===== config.mk =====
export PLATFORM = sky130hd
export DESIGN_NAME = tdm_rx
export DESIGN_NICKNAME = d
export VERILOG_FILES = /design/src/rtl/tdm_rx_pkg.sv /design/src/rtl/tdm_rx_framer.sv /design/src/rtl/tdm_rx_sampler.sv /design/src/rtl/tdm_rx_assembler.sv /design/src/rtl/tdm_rx.sv
export SDC_FILE = /design/constraint.sdc
export NUM_CORES = 1
export LEC_CHECK = 0
export ABC_AREA = 1
export BUFFER_PORTS_ARGS = -buffer_cell sky130_fd_sc_hd__buf_2
export CORE_MARGIN = 8
export CORE_UTILIZATION = 49
export DETAILED_ROUTE_END_ITERATION = 10
export GPL_ROUTABILITY_DRIVEN = 0
export GPL_TIMING_DRIVEN = 0
export HOLD_SLACK_MARGIN = 0.08
export PLACE_DENSITY = 0.7
export SYNTH_ARGS = -nofsm -noshare
export SYNTH_HDL_FRONTEND = slang
export SYNTH_SLANG_ARGS = --single-unit

===== constraint.sdc =====
create_clock -name clk_i -period 1.5 [get_ports clk_i]
set_clock_uncertainty 0.2 [all_clocks]
set_input_delay 0.15 -clock clk_i [delete_from_list [all_inputs] [get_ports clk_i]]
set_output_delay 0.15 -clock clk_i [all_outputs]
set_load 0.02 [all_outputs]

===== src/rtl/tdm_rx_pkg.sv =====
package tdm_rx_pkg;

    localparam int CH_BITS    = 8;
    localparam int NUM_CH     = 4;
    localparam int FRAME_BITS = 256;

    localparam int CH_IDX_W    = $clog2(NUM_CH);
    localparam int POS_W       = $clog2(FRAME_BITS);
    localparam int ACTIVE_BITS = CH_BITS * NUM_CH;

    typedef logic [POS_W-1:0] pos_t;

    typedef struct packed {
        logic [CH_IDX_W-1:0] chan;
        logic [CH_BITS-1:0]  data;
    } rx_word_t;

    localparam pos_t LAST_POS = pos_t'(FRAME_BITS - 1);

    function automatic logic in_payload(input pos_t p);
        return int'(p) < ACTIVE_BITS;
    endfunction

    function automatic logic closes_slot(input pos_t p);
        return (int'(p) % CH_BITS) == (CH_BITS - 1);
    endfunction

    function automatic logic [CH_IDX_W-1:0] slot_of(input pos_t p);
        int s;
        s = int'(p) / CH_BITS;
        return s[CH_IDX_W-1:0];
    endfunction

endpackage


===== src/rtl/tdm_rx_framer.sv =====
module tdm_rx_framer
    import tdm_rx_pkg::*;
(
    input  logic clk_i,
    input  logic rst_i,
    input  logic sync_i,
    output pos_t pos_o,
    output logic locked_o,
    output logic sync_err_o
);

    always_ff @(posedge clk_i) begin
        if (rst_i) begin
            pos_o      <= '0;
            locked_o   <= 1'b0;
            sync_err_o <= 1'b0;
        end else begin
            sync_err_o <= sync_i && locked_o && (pos_o != LAST_POS);
            if (sync_i) begin
                pos_o    <= '0;
                locked_o <= 1'b1;
            end else if (pos_o == LAST_POS) begin
                pos_o <= '0;
            end else begin
                pos_o <= pos_o + pos_t'(1);
            end
        end
    end

    // an error always coincides with a counter restarted at frame bit 0
    p_err_realigns_r9: assert property (@(posedge clk_i) disable iff (rst_i)
        sync_err_o |-> (pos_o == '0));

    // once aligned, alignment is never dropped without reset
    p_lock_sticky_r2: assert property (@(posedge clk_i) disable iff (rst_i)
        locked_o |=> locked_o);

endmodule


===== src/rtl/tdm_rx_sampler.sv =====
module tdm_rx_sampler (
    input  logic clk_i,
    input  logic rst_i,
    input  logic rx_i,
    output logic bit_o
);

    // falling-edge capture of the serial line
    always_ff @(negedge clk_i) begin
        if (rst_i) bit_o <= 1'b0;
        else       bit_o <= rx_i;
    end

endmodule


===== src/rtl/tdm_rx_assembler.sv =====
module tdm_rx_assembler
    import tdm_rx_pkg::*;
(
    input  logic     clk_i,
    input  logic     rst_i,
    input  pos_t     pos_i,
    input  logic     locked_i,
    input  logic     bit_i,
    output rx_word_t word_o,
    output logic     valid_o
);

    logic [CH_BITS-2:0] shreg;

    always_ff @(posedge clk_i) begin
        if (rst_i) begin
            shreg   <= '0;
            word_o  <= '0;
            valid_o <= 1'b0;
        end else begin
            valid_o <= 1'b0;
            if (locked_i && in_payload(pos_i)) begin
                shreg <= {shreg[CH_BITS-3:0], bit_i};
                if (closes_slot(pos_i)) begin
                    valid_o     <= 1'b1;
                    word_o.data <= {shreg, bit_i};
                    word_o.chan <= slot_of(pos_i);
                end
            end
        end
    end

    // a strobe never stretches past one cycle
    p_single_pulse_r8: assert property (@(posedge clk_i) disable iff (rst_i)
        valid_o |=> !valid_o);

endmodule


===== src/rtl/tdm_rx.sv =====
module tdm_rx
    import tdm_rx_pkg::*;
(
    input  logic                clk_i,
    input  logic                rst_i,
    input  logic                sync_i,
    input  logic                rx_data_i,
    output logic [CH_BITS-1:0]  ch_data_o,
    output logic [CH_IDX_W-1:0] ch_idx_o,
    output logic                ch_valid_o,
    output logic                sync_err_o
);

    pos_t     pos;
    logic     locked;
    logic     rx_bit;
    rx_word_t word;

    tdm_rx_framer u_framer (
        .clk_i      (clk_i),
        .rst_i      (rst_i),
        .sync_i     (sync_i),
        .pos_o      (pos),
        .locked_o   (locked),
        .sync_err_o (sync_err_o)
    );

    tdm_rx_sampler u_sampler (
        .clk_i (clk_i),
        .rst_i (rst_i),
        .rx_i  (rx_data_i),
        .bit_o (rx_bit)
    );

    tdm_rx_assembler u_asm (
        .clk_i    (clk_i),
        .rst_i    (rst_i),
        .pos_i    (pos),
        .locked_i (locked),
        .bit_i    (rx_bit),
        .word_o   (word),
        .valid_o  (ch_valid_o)
    );

    assign ch_data_o = word.data;
    assign ch_idx_o  = word.chan;

    // no byte is ever presented while unaligned
    p_no_data_unlocked_r2: assert property (@(posedge clk_i) disable iff (rst_i)
        ch_valid_o |-> locked);

    // the reported slot matches the position counter one bit past that slot
    p_slot_matches_pos_r4: assert property (@(posedge clk_i) disable iff (rst_i)
        ch_valid_o |-> ((pos == '0) ||
                        (int'(pos) == (int'(ch_idx_o) + 1) * CH_BITS)));

endmodule


---- Yosys cells after proc, flatten, opt, wreduce, memory -nomap -nowiden ----
Cells that the tools add are included.
word-level totals
  register bits after elaboration ......... 29
  bits of input ports ..................... 4
  output and inout port bits .............. 12
cells by class
  add/subtract/negate cells ............... 1
  $lt $le $gt $ge ......................... 1
  eq/ne operators ......................... 3
  multiplexer cells ....................... 1
  bitwise operators ....................... 1
  reductions and logical operators ........ 6
operators with widths
  operator                                                               count
  8-bit by 1-bit adder with 8-bit output, second input constant          1
  8-bit equality test, second input constant                             1
  8-bit by 6-bit < comparator with 1-bit output, second input constant   1
  8-bit != test, second input constant                                   1
  3-bit by 1-bit equality test with 1-bit output, second input constant  1
  1-bit logical AND                                                      3
  3-bit OR reduction                                                     1
  2-bit AND reduction                                                    1
  2-bit OR reduction                                                     1
  1-bit two-way mux                                                      1
  1-bit inverter                                                         1

---- Longest topological paths before layout ----
Gate-level depths: netlist of the first run.
  depth in word-level cells ............... 4
  gate-level depth with buffers ........... 6

---- By module ----
A second synthesis of the first run with hierarchy kept.
unflattened totals
  cell total of the unflattened synthesis .. 160
  area, all modules ....................... 1,202.4 sq um
by module, submodules not included
  module            instances  cells an instance  area each (sq um)  seq. area each (sq um)
  tdm_rx_assembler  1          96                 732.0              360.3
  tdm_rx_framer     1          60                 436.7              200.2
  tdm_rx_sampler    1          4                  33.8               20.0

==> reports/qor_table.md, run 1 <==
| Parameter | This run | Unit |
| --- | --- | --- |
| Slew Limit Fails | 0 | - |
| Number of global-route vias before repair | 893 | - |
| Std-Cell Rows | 17 | - |
| Reg2Reg Capture Point | u_asm.shreg[0] | - |
| Register-to-Register Setup Slack | -0.07 | ns |
| Worst-skew pair later-pin latency | 0.36 | ns |
| Via/cell ratio | 4.63 | - |
| Filler cell count | 211 | - |
| Largest cells by area after synthesis | sky130_fd_sc_hd__dfxtp_1, sky130_fd_sc_hd__nor2_1, sky130_fd_sc_hd__nand2_1 | - |
| Count of flip-flops with a built-in enable after synthesis | 0 | - |
| Critical path buffer and inverter count | 0 | - |
| Setup repair after global routing missed its margin | yes | - |
| End point of the worst hold path | u_asm.word_o[6] | - |
| Crit. path cell count | 2 | - |
| Path type of the worst min-delay path | reg -> reg | - |
| Post-detailed-routing wire length | 2120 | um |
| Sequential Power Share | 57.2 | % |
| Hold path cells | 2 | - |
| Final Util | 63.2 | % |
| CTS Sinks | 29 | - |
| Die H | 64.4 | um |
| Crit path DAT | 1.59 | ns |
| CTS Buffer Depth | 2 | - |
| Post-layout worst setup margin | -0.0703 | ns |
| Flip-flop and latch area | 584 | um2 |
| Port Buf Inserts | 15 | - |
| Reg2reg path depth | 2 | - |
| Sum of negative setup slack | -0.0946 | ns |
| Ys async rst share | 0 | % |
| Min-delay src | u_asm.shreg[5] | - |
| Die width | 64.4 | um |
| First-pass GRT wire length | 3640 | um |
| Initial core utilization | 51.9 | % |
| Final setup violating endpoints | 2 | - |
| Leakage power | 0.669 | nW |
| Data required time of the critical path | 1.52 | ns |
| Post-CTS clock slew at the launch and capture registers of the worst setup and hold paths | 0.09 | ns |
| Capturing element type of the critical path | register | - |
| Worst path slowest cell | sky130_fd_sc_hd__dfxtp_2 | - |
| Sequential cell area fraction in the yosys report | 50.6 | % |
| Half-perimeter wire length of the detailed placement result | 1470 | um |
| Power Internal | 1.09 | mW |
| All-layer global routing usage | 11.3 | % |
| Maximum fanout along the worst path | 2 | - |
| Transition time of the tightest slew-check pin | 0.221 | ns |
| Share of final-layout standard cells stronger than drive strength 1 | 21.7 | % |
| Per-cell routed wire length | 10.2 | um |
| Synth area leader | sky130_fd_sc_hd__dfxtp_1 | - |
| Number of nets produced by synthesis | 159 | - |
| Worst R2R Start | u_sampler.bit_o | - |
| Die area | 0.00415 | mm2 |
| I/O Pins | 16 | - |
| Total number of vias | 964 | - |
| Mean instance size in the synthesized netlist | 7.50 | um2 |
| Startpoint type of the worst setup path | register | - |
| GR Overflow Total | 0 | - |
| Max-Cap Viols | 0 | - |
| Failing checks | setup timing | - |
| Detailed Routing Iterations Pass 1 | 4 | - |
| Placed instance count | 196 | - |
| Switching power share of the total | 22.5 | % |
| Number of cells in the finished layout apart from fillers | 208 | - |
| Top-area cell type share of the netlist area | 50.6 | % |
| Synth-to-layout area growth | 21.9 | % |
| Worst max-slew margin expressed relative to the limit | 85.2 | % |
| Delay contributed by the slowest stage of the critical path | 0.32 | ns |
| Class of the most critical setup path | reg -> reg | - |
| Share of total power in combinational logic | 5.1 | % |
| Post-synthesis instance total | 153 | - |
| Syn. warnings | 0 | - |
| Unique cell type count in the Yosys netlist | 16 | - |
| Power density of the placed cells | 1010 | mW/mm2 |
| Pin count of the biggest net entering global routing | 11 | - |
| Detailed-route DRC error count | 0 | - |
| Outcome | finished with violations | - |
| Power share of the clock group | 37.7 | % |
| Cell family with the largest share of critical-path delay | flip-flops | - |
| Primary flip-flop cell chosen by synthesis mapping | sky130_fd_sc_hd__dfxtp_1 | - |
| Most instantiated cells after synthesis | sky130_fd_sc_hd__nor2_1, sky130_fd_sc_hd__nand2_1, sky130_fd_sc_hd__dfxtp_1, sky130_fd_sc_hd__inv_1 | - |
| Footprint of the multi-input gates | 500 | um2 |
| Initial antenna violation count | 0 | - |
| Core box area | 0.00221 | mm2 |
| Netlist area before placement | 0.00115 | mm2 |
| Net count reported at finish | 185 | - |
| Maximum level of the CTS H-tree | 2 | - |
| NetSw | 318 | uW |
| Clk root buf | sky130_fd_sc_hd__clkbuf_4 | - |
| Worst IR Drop VDD | 649 | uV |
| Antenna Violating Nets Remaining | 0 | - |
| Top-count cell post-synth | sky130_fd_sc_hd__nor2_1 | - |
| Clock tree from TritonCTS | done | - |
| Number of clock buffers inserted by TritonCTS | 5 | - |
| Number of failing hold endpoints at the final stage | 0 | - |
| Flop and latch count out of synthesis | 29 | - |
| Number of inserted diodes | 0 | - |
| Crit-path cells | o21ai_1, nor2_1 | - |
| Drt first-iter violations | 39 | - |
-- how the worst max path moves through the flow --
stage                                 end  slack (ns)         startpoint
after global placement    u_asm.word_o[7]       -0.06  u_framer.pos_o[0]
after detailed placement  u_asm.word_o[7]       -0.07  u_framer.pos_o[0]
after floorplan            u_asm.shreg[0]     -0.0007    u_sampler.bit_o
after global routing       u_asm.shreg[0]       -0.09    u_sampler.bit_o
after CTS                  u_asm.shreg[0]       -0.07    u_sampler.bit_o
final                      u_asm.shreg[0]       -0.07    u_sampler.bit_o
-- repair_timing --
action,4_1_cts,5_1_grt
resized for setup,3,4
setup endpoints to repair,12,18
hold buffers,3,0
hold endpoints to repair,14,0
pin swaps,1,2
setup buffers,1,0
-- worst min-delay path, delay by kind of cell, from the launching register on --
kind | cells | cell delay [ns]
AND/OR/NAND/NOR | 2 | 0.10
flip-flops | 1 | 0.32
-- cell type report --
type / instances / share of cell area (%)
flip-flops and latches: 29 / 41.8
multi-input cells: 104 / 35.8
repair buffers: 19 / 8.94
clock buffers: 7 / 4.65
inverters: 17 / 4.56
well taps: 28 / 2.50
plain buffers: 2 / 1.16
clock inverters: 2 / 0.626
-- power groups by stage --
stage	clock network, mW	registers, mW	logic (mW)
finish	0.533	0.808	0.0714
detailed placement	0.00834	0.823	0.0636
CTS	0.554	0.806	0.0705
global placement	0.00834	0.823	0.0614
global route	0.588	0.811	0.0830
floorplan	0.00834	0.820	0.0455
-- cells by family (layout without fill, tap and decap cells) --
family | Yosys count | after routing | synth area share, %
buf+inv | 20 | 47 | 7.31
fa+ha+maj | 2 | 2 | 2.18
xor+xnor | 2 | 2 | 1.53
simple gates | 89 | 89 | 33.6
flops | 29 | 29 | 50.6
compound gates | 11 | 11 | 4.80
-- layer usage --
layer  part of all wire [%]  global-route usage (%)  vias up
li1                       -                       -      516
met1                     47                    12.7      419
met2                     43                    16.5       21
met3                    7.1                    5.23        8
met4                    2.9                    8.17        0
met5                      0                       0        -
-- flip-flops by register name (all words and copies together) (netlist names) --
signal,flops
u_sampler.bit_o,1
u_framer.locked_o,1
u_asm.shreg,7
u_asm.valid_o,1
u_asm.word_o,10
u_framer.pos_o,8
u_framer.sync_err_o,1
-- per-stage QoR --
| step | total power [mW] | setup slack, ns | cell area, um2 | hold slack, ns |
|---|---|---|---|---|
| finish | 1.41 | -0.0703 | 1400 | 0.261 |
| global route | 1.48 | -0.0917 | 1400 | 0.295 |
| CTS | 1.43 | -0.0700 | 1380 | 0.236 |
| detailed placement | 0.895 | -0.0661 | 1260 | 0.196 |
| global placement | 0.893 | -0.0619 | 1260 | 0.185 |
| floorplan | 0.874 | -0.000662 | 1150 | 0.0223 |
-- placed cells by master (no fill, tap or decap), types with 2 or more instances in the layout --
cell	count
sky130_fd_sc_hd__nand2_1	31
sky130_fd_sc_hd__nor2_1	43
sky130_fd_sc_hd__clkbuf_8	2
sky130_fd_sc_hd__dfxtp_1	26
sky130_fd_sc_hd__dlygate4sd3_1	3
sky130_fd_sc_hd__nand2_2	2
sky130_fd_sc_hd__clkbuf_4	5
sky130_fd_sc_hd__dfxtp_2	3
sky130_fd_sc_hd__xor2_1	2
sky130_fd_sc_hd__nor2_4	3
sky130_fd_sc_hd__o21ai_0	7
sky130_fd_sc_hd__nand3_1	8
sky130_fd_sc_hd__a21oi_1	3
sky130_fd_sc_hd__buf_2	16
sky130_fd_sc_hd__inv_1	17
Power figures use the tool's default switching activity.
==> run 2, diff against run 1 <==
--- a/config.mk
+++ b/config.mk
@@ -5,7 +5,6 @@
 export SDC_FILE = /design/constraint.sdc
 export NUM_CORES = 1
 export LEC_CHECK = 0
-export ABC_AREA = 1
 export BUFFER_PORTS_ARGS = -buffer_cell sky130_fd_sc_hd__buf_2
 export CORE_MARGIN = 8
 export CORE_UTILIZATION = 49
@@ -13,7 +12,8 @@
 export GPL_ROUTABILITY_DRIVEN = 0
 export GPL_TIMING_DRIVEN = 0
 export HOLD_SLACK_MARGIN = 0.08
-export PLACE_DENSITY = 0.7
+export PLACE_DENSITY = 0.69
 export SYNTH_ARGS = -nofsm -noshare
 export SYNTH_HDL_FRONTEND = slang
+export SYNTH_HIERARCHICAL = 1
 export SYNTH_SLANG_ARGS = --single-unit
==> run 2 against run 1 <==
Compared with the run above:
- the run still ends with setup timing left
- hold slack improved by 0.0091 ns
- sequential cell count did not move
- utilization decreased by 3.6 points
- sequential power fell by 3.2%
- highest routed layer unchanged
- die area up 3.8%
- largest power group unchanged
- register-to-register slack worse by 0.03 ns
- cell count is 16% lower
- first-iteration DRC count is 36% lower
- setup slack got worse by 0.033 ns
- clock power down 8.6%
- largest cell class unchanged
==> reports/qor_table.md, run 2 <==
| Parameter | This run | Unit |
| --- | --- | --- |
| Leakage power | 0.553 | nW |
| Area post-placement | 0.00132 | mm2 |
| Failing checks | setup timing | - |
| Post-detailed-routing wire length | 2220 | um |
| Count of flip-flops with a built-in enable after synthesis | 0 | - |
| Path type of the worst min-delay path | reg -> reg | - |
| Number of failing hold endpoints at the final stage | 0 | - |
| Power density of the placed cells | 938 | mW/mm2 |
| Die width | 65.6 | um |
| Max reg flops | 10 | - |
| Syn. warnings | 6 | - |
| Final setup violating endpoints | 17 | - |
| Startpoint type of the worst setup path | register | - |
| Maximum fanout along the worst path | 2 | - |
| Clock tree from TritonCTS | done | - |
| Pin count of the biggest net entering global routing | 11 | - |
| GR Overflow Total | 0 | - |
| Number of nets produced by synthesis | 123 | - |
| Power Internal | 1.05 | mW |
| Data required time of the critical path | 1.50 | ns |
| Ys async rst share | 0 | % |
| Netlist area before placement | 0.00121 | mm2 |
| Mux cell area share after synthesis | 14.1 | % |
| Synth area leader | sky130_fd_sc_hd__dfxtp_1 | - |
| I/O Pins | 16 | - |
| Flop and latch count out of synthesis | 29 | - |
| Capturing element type of the critical path | register | - |
| Mean instance size in the synthesized netlist | 10.2 | um2 |
| Slew Limit Fails | 0 | - |
| Largest family of logic cells by synthesized area | simple AND/OR/NAND/NOR gates | - |
| Total number of vias | 858 | - |
| Sequential Power Share | 58.0 | % |
| Antenna Violating Nets Remaining | 0 | - |
| Net count reported at finish | 148 | - |
| CTS Sinks | 29 | - |
| Class of the most critical setup path | reg -> reg | - |
| Drt first-iter violations | 25 | - |
| Die H | 65.6 | um |
| Number of inserted diodes | 0 | - |
| Std-Cell Rows | 18 | - |
| Post-synthesis instance total | 118 | - |
| Adder-cell area share of the yosys netlist | 1.04 | % |
| Sequential cell area fraction in the yosys report | 48.1 | % |
| Delay contributed by the slowest stage of the critical path | 0.31 | ns |
| Register containing the most flip-flops in the final layout | u_asm/word_o | - |
| Commonest cells after routing, fill and taps aside | sky130_fd_sc_hd__dfxtp_1, sky130_fd_sc_hd__nand2b_1, sky130_fd_sc_hd__mux2i_1, sky130_fd_sc_hd__buf_2, sky130_fd_sc_hd__nor2_1 | - |
| Post-CTS clock slew at the launch and capture registers of the worst setup and hold paths | 0.08 | ns |
| Crit path DAT | 1.61 | ns |
| Post-layout worst setup margin | -0.104 | ns |
| Simple-gate portion of the synthesized area | 24.9 | % |
| Primary flip-flop cell chosen by synthesis mapping | sky130_fd_sc_hd__dfxtp_1 | - |
| Initial core utilization | 50.1 | % |
| Registers with the most flip-flops | u_asm/word_o: 10 flops, u_framer/pos_o: 8 flops, u_asm/shreg: 7 flops | - |
| All-layer global routing usage | 11.5 | % |
| Clk root buf | sky130_fd_sc_hd__clkbuf_4 | - |
| Core box area | 0.00241 | mm2 |
| Cell family with the largest share of critical-path delay | flip-flops | - |
| Half-perimeter wire length of the detailed placement result | 1500 | um |
| Transition time of the tightest slew-check pin | 0.371 | ns |
| Setup repair after global routing missed its margin | yes | - |
| Area share of xor/xnor cells in the synthesized design | 2.18 | % |
| Top-count cell post-synth | sky130_fd_sc_hd__dfxtp_1 | - |
| Maximum level of the CTS H-tree | 2 | - |
| Smallest hold slack | 0.270 | ns |
| Critical path buffer and inverter count | 0 | - |
| Unique cell type count in the Yosys netlist | 28 | - |
| Fraction of the mapped netlist area in compound gates | 4.88 | % |
| Number of global-route vias before repair | 852 | - |
| Per-cell routed wire length | 12.8 | um |
| Die area | 0.00431 | mm2 |
| Power share of the clock group | 36.1 | % |
| Register-to-Register Setup Slack | -0.10 | ns |
| Initial antenna violation count | 0 | - |
| Crit-path cells | mux2i_1, nor2_1 | - |
| Switching power share of the total | 22.4 | % |
| Detailed-route DRC error count | 0 | - |
| NetSw | 302 | uW |
| First-pass GRT wire length | 3720 | um |
| Port Buf Inserts | 15 | - |
| Worst IR Drop VDD | 671 | uV |
| Max-Cap Viols | 0 | - |
| Number of clock buffers inserted by TritonCTS | 5 | - |
| Top-area cell type share of the netlist area | 48.1 | % |
| Detailed Routing Iterations Pass 1 | 4 | - |
| Worst-skew pair later-pin latency | 0.36 | ns |
| Most common cell after layout, fill and taps aside | sky130_fd_sc_hd__dfxtp_1 | - |
| Via/cell ratio | 4.93 | - |
| Post-route total power | 1.35 | mW |
| Worst max-slew margin expressed relative to the limit | 75.3 | % |
| Most instantiated cells after synthesis | sky130_fd_sc_hd__dfxtp_1, sky130_fd_sc_hd__nand2b_1, sky130_fd_sc_hd__mux2i_1, sky130_fd_sc_hd__nor2_1 | - |
| Share of total power in combinational logic | 5.9 | % |
| Outcome | finished with violations | - |
| Worst path slowest cell | sky130_fd_sc_hd__dfxtp_2 | - |
| Synth-to-layout area growth | 19.2 | % |
| Share of final-layout standard cells stronger than drive strength 1 | 26.4 | % |
| Largest cells by area after synthesis | sky130_fd_sc_hd__dfxtp_1, sky130_fd_sc_hd__mux2i_1, sky130_fd_sc_hd__nand2b_1 | - |
| CTS Buffer Depth | 2 | - |
| Post-route standard cell area excluding fillers | 0.00144 | mm2 |
run 2: changes by cell type after synthesis, sizes merged, moves of 2 or more:
cell and change:
mux2i +17, inv -15, nor2b +2, nand3 -5
clkbuf +4, nand2b +20, o21ai -7, nand2 -31
nor2 -32, and4 +2
run 2: logic make-up (layout without fill, tap and decap cells):
logic type      count (synthesis)  after routing
simple gates                   50             50
flops                          29             29
fa+ha+maj                       1              1
mux                            17             17
xor+xnor                        3              3
compound gates                  9              9
buf+inv                         9             35
run 2: layer usage:
layer	vias to the layer above	share of wire, %	GRT usage, %
li1	443	-	-
met2	13	51	20.5
met1	396	42	10.2
met4	0	2.2	6.54
met5	-	0	0
met3	6	5.5	5.61
run 2: final timing paths:
kind | start | depth (start not counted) | to
hold / removal | u_asm/word_o[2] | 2 | u_asm/word_o[2]
setup / recovery | u_sampler/bit_o | 2 | u_asm/shreg[0]
setup reg to reg | u_sampler/bit_o | 2 | u_asm/shreg[0]
hold reg to reg | u_asm/word_o[2] | 2 | u_asm/word_o[2]
run 2: power groups by stage:
stage | clock [mW] | combinational (mW) | sequential [mW]
6_report | 0.487 | 0.0798 | 0.782
5_1_grt | 0.559 | 0.0878 | 0.784
4_1_cts | 0.515 | 0.0731 | 0.785
3_5_place_dp | 0.00834 | 0.0657 | 0.803
3_3_place_gp | 0.00834 | 0.0643 | 0.803
2_1_floorplan | 0.00834 | 0.0480 | 0.803
run 2: area by class of cell:
cell class	instances	area, um2
Fill cell	215	972
Sequential cell	29	593
Multi-Input combinational cell	80	577
Timing Repair Buffer	19	118
Clock buffer	7	55.1
Buffer	5	42.5
Tap cell	30	37.5
Clock inverter	2	7.51
Inverter	2	7.51
run 2: what timing repair did:
action	4_1_cts	5_1_grt
pin swaps	0	2
setup endpoints to repair	16	23
hold endpoints to repair	6	0
gates resized for setup	1	10
setup buffers	1	1
hold buffers	2	0
run 2: stage by stage:
stage | setup WS, ns | setup TNS [ns] | utilization, % | std cells
after floorplan | -0.0550 | -0.568 | - | 118
after global placement | -0.129 | -1.23 | 54.8 | 163
after global routing | -0.144 | -1.99 | 59.7 | 174
final | -0.104 | -0.903 | 59.7 | 174
after CTS | -0.124 | -1.15 | 58.3 | 173
after detailed placement | -0.175 | -1.55 | 54.8 | 163
run 2: worst register-to-register path, delay by kind of cell (launching register included):
| kind | cells | cell delay (ns) |
|---|---|---|
| DFF | 1 | 0.31 |
| muxes | 1 | 0.14 |
| and+or+nand+nor | 1 | 0.05 |
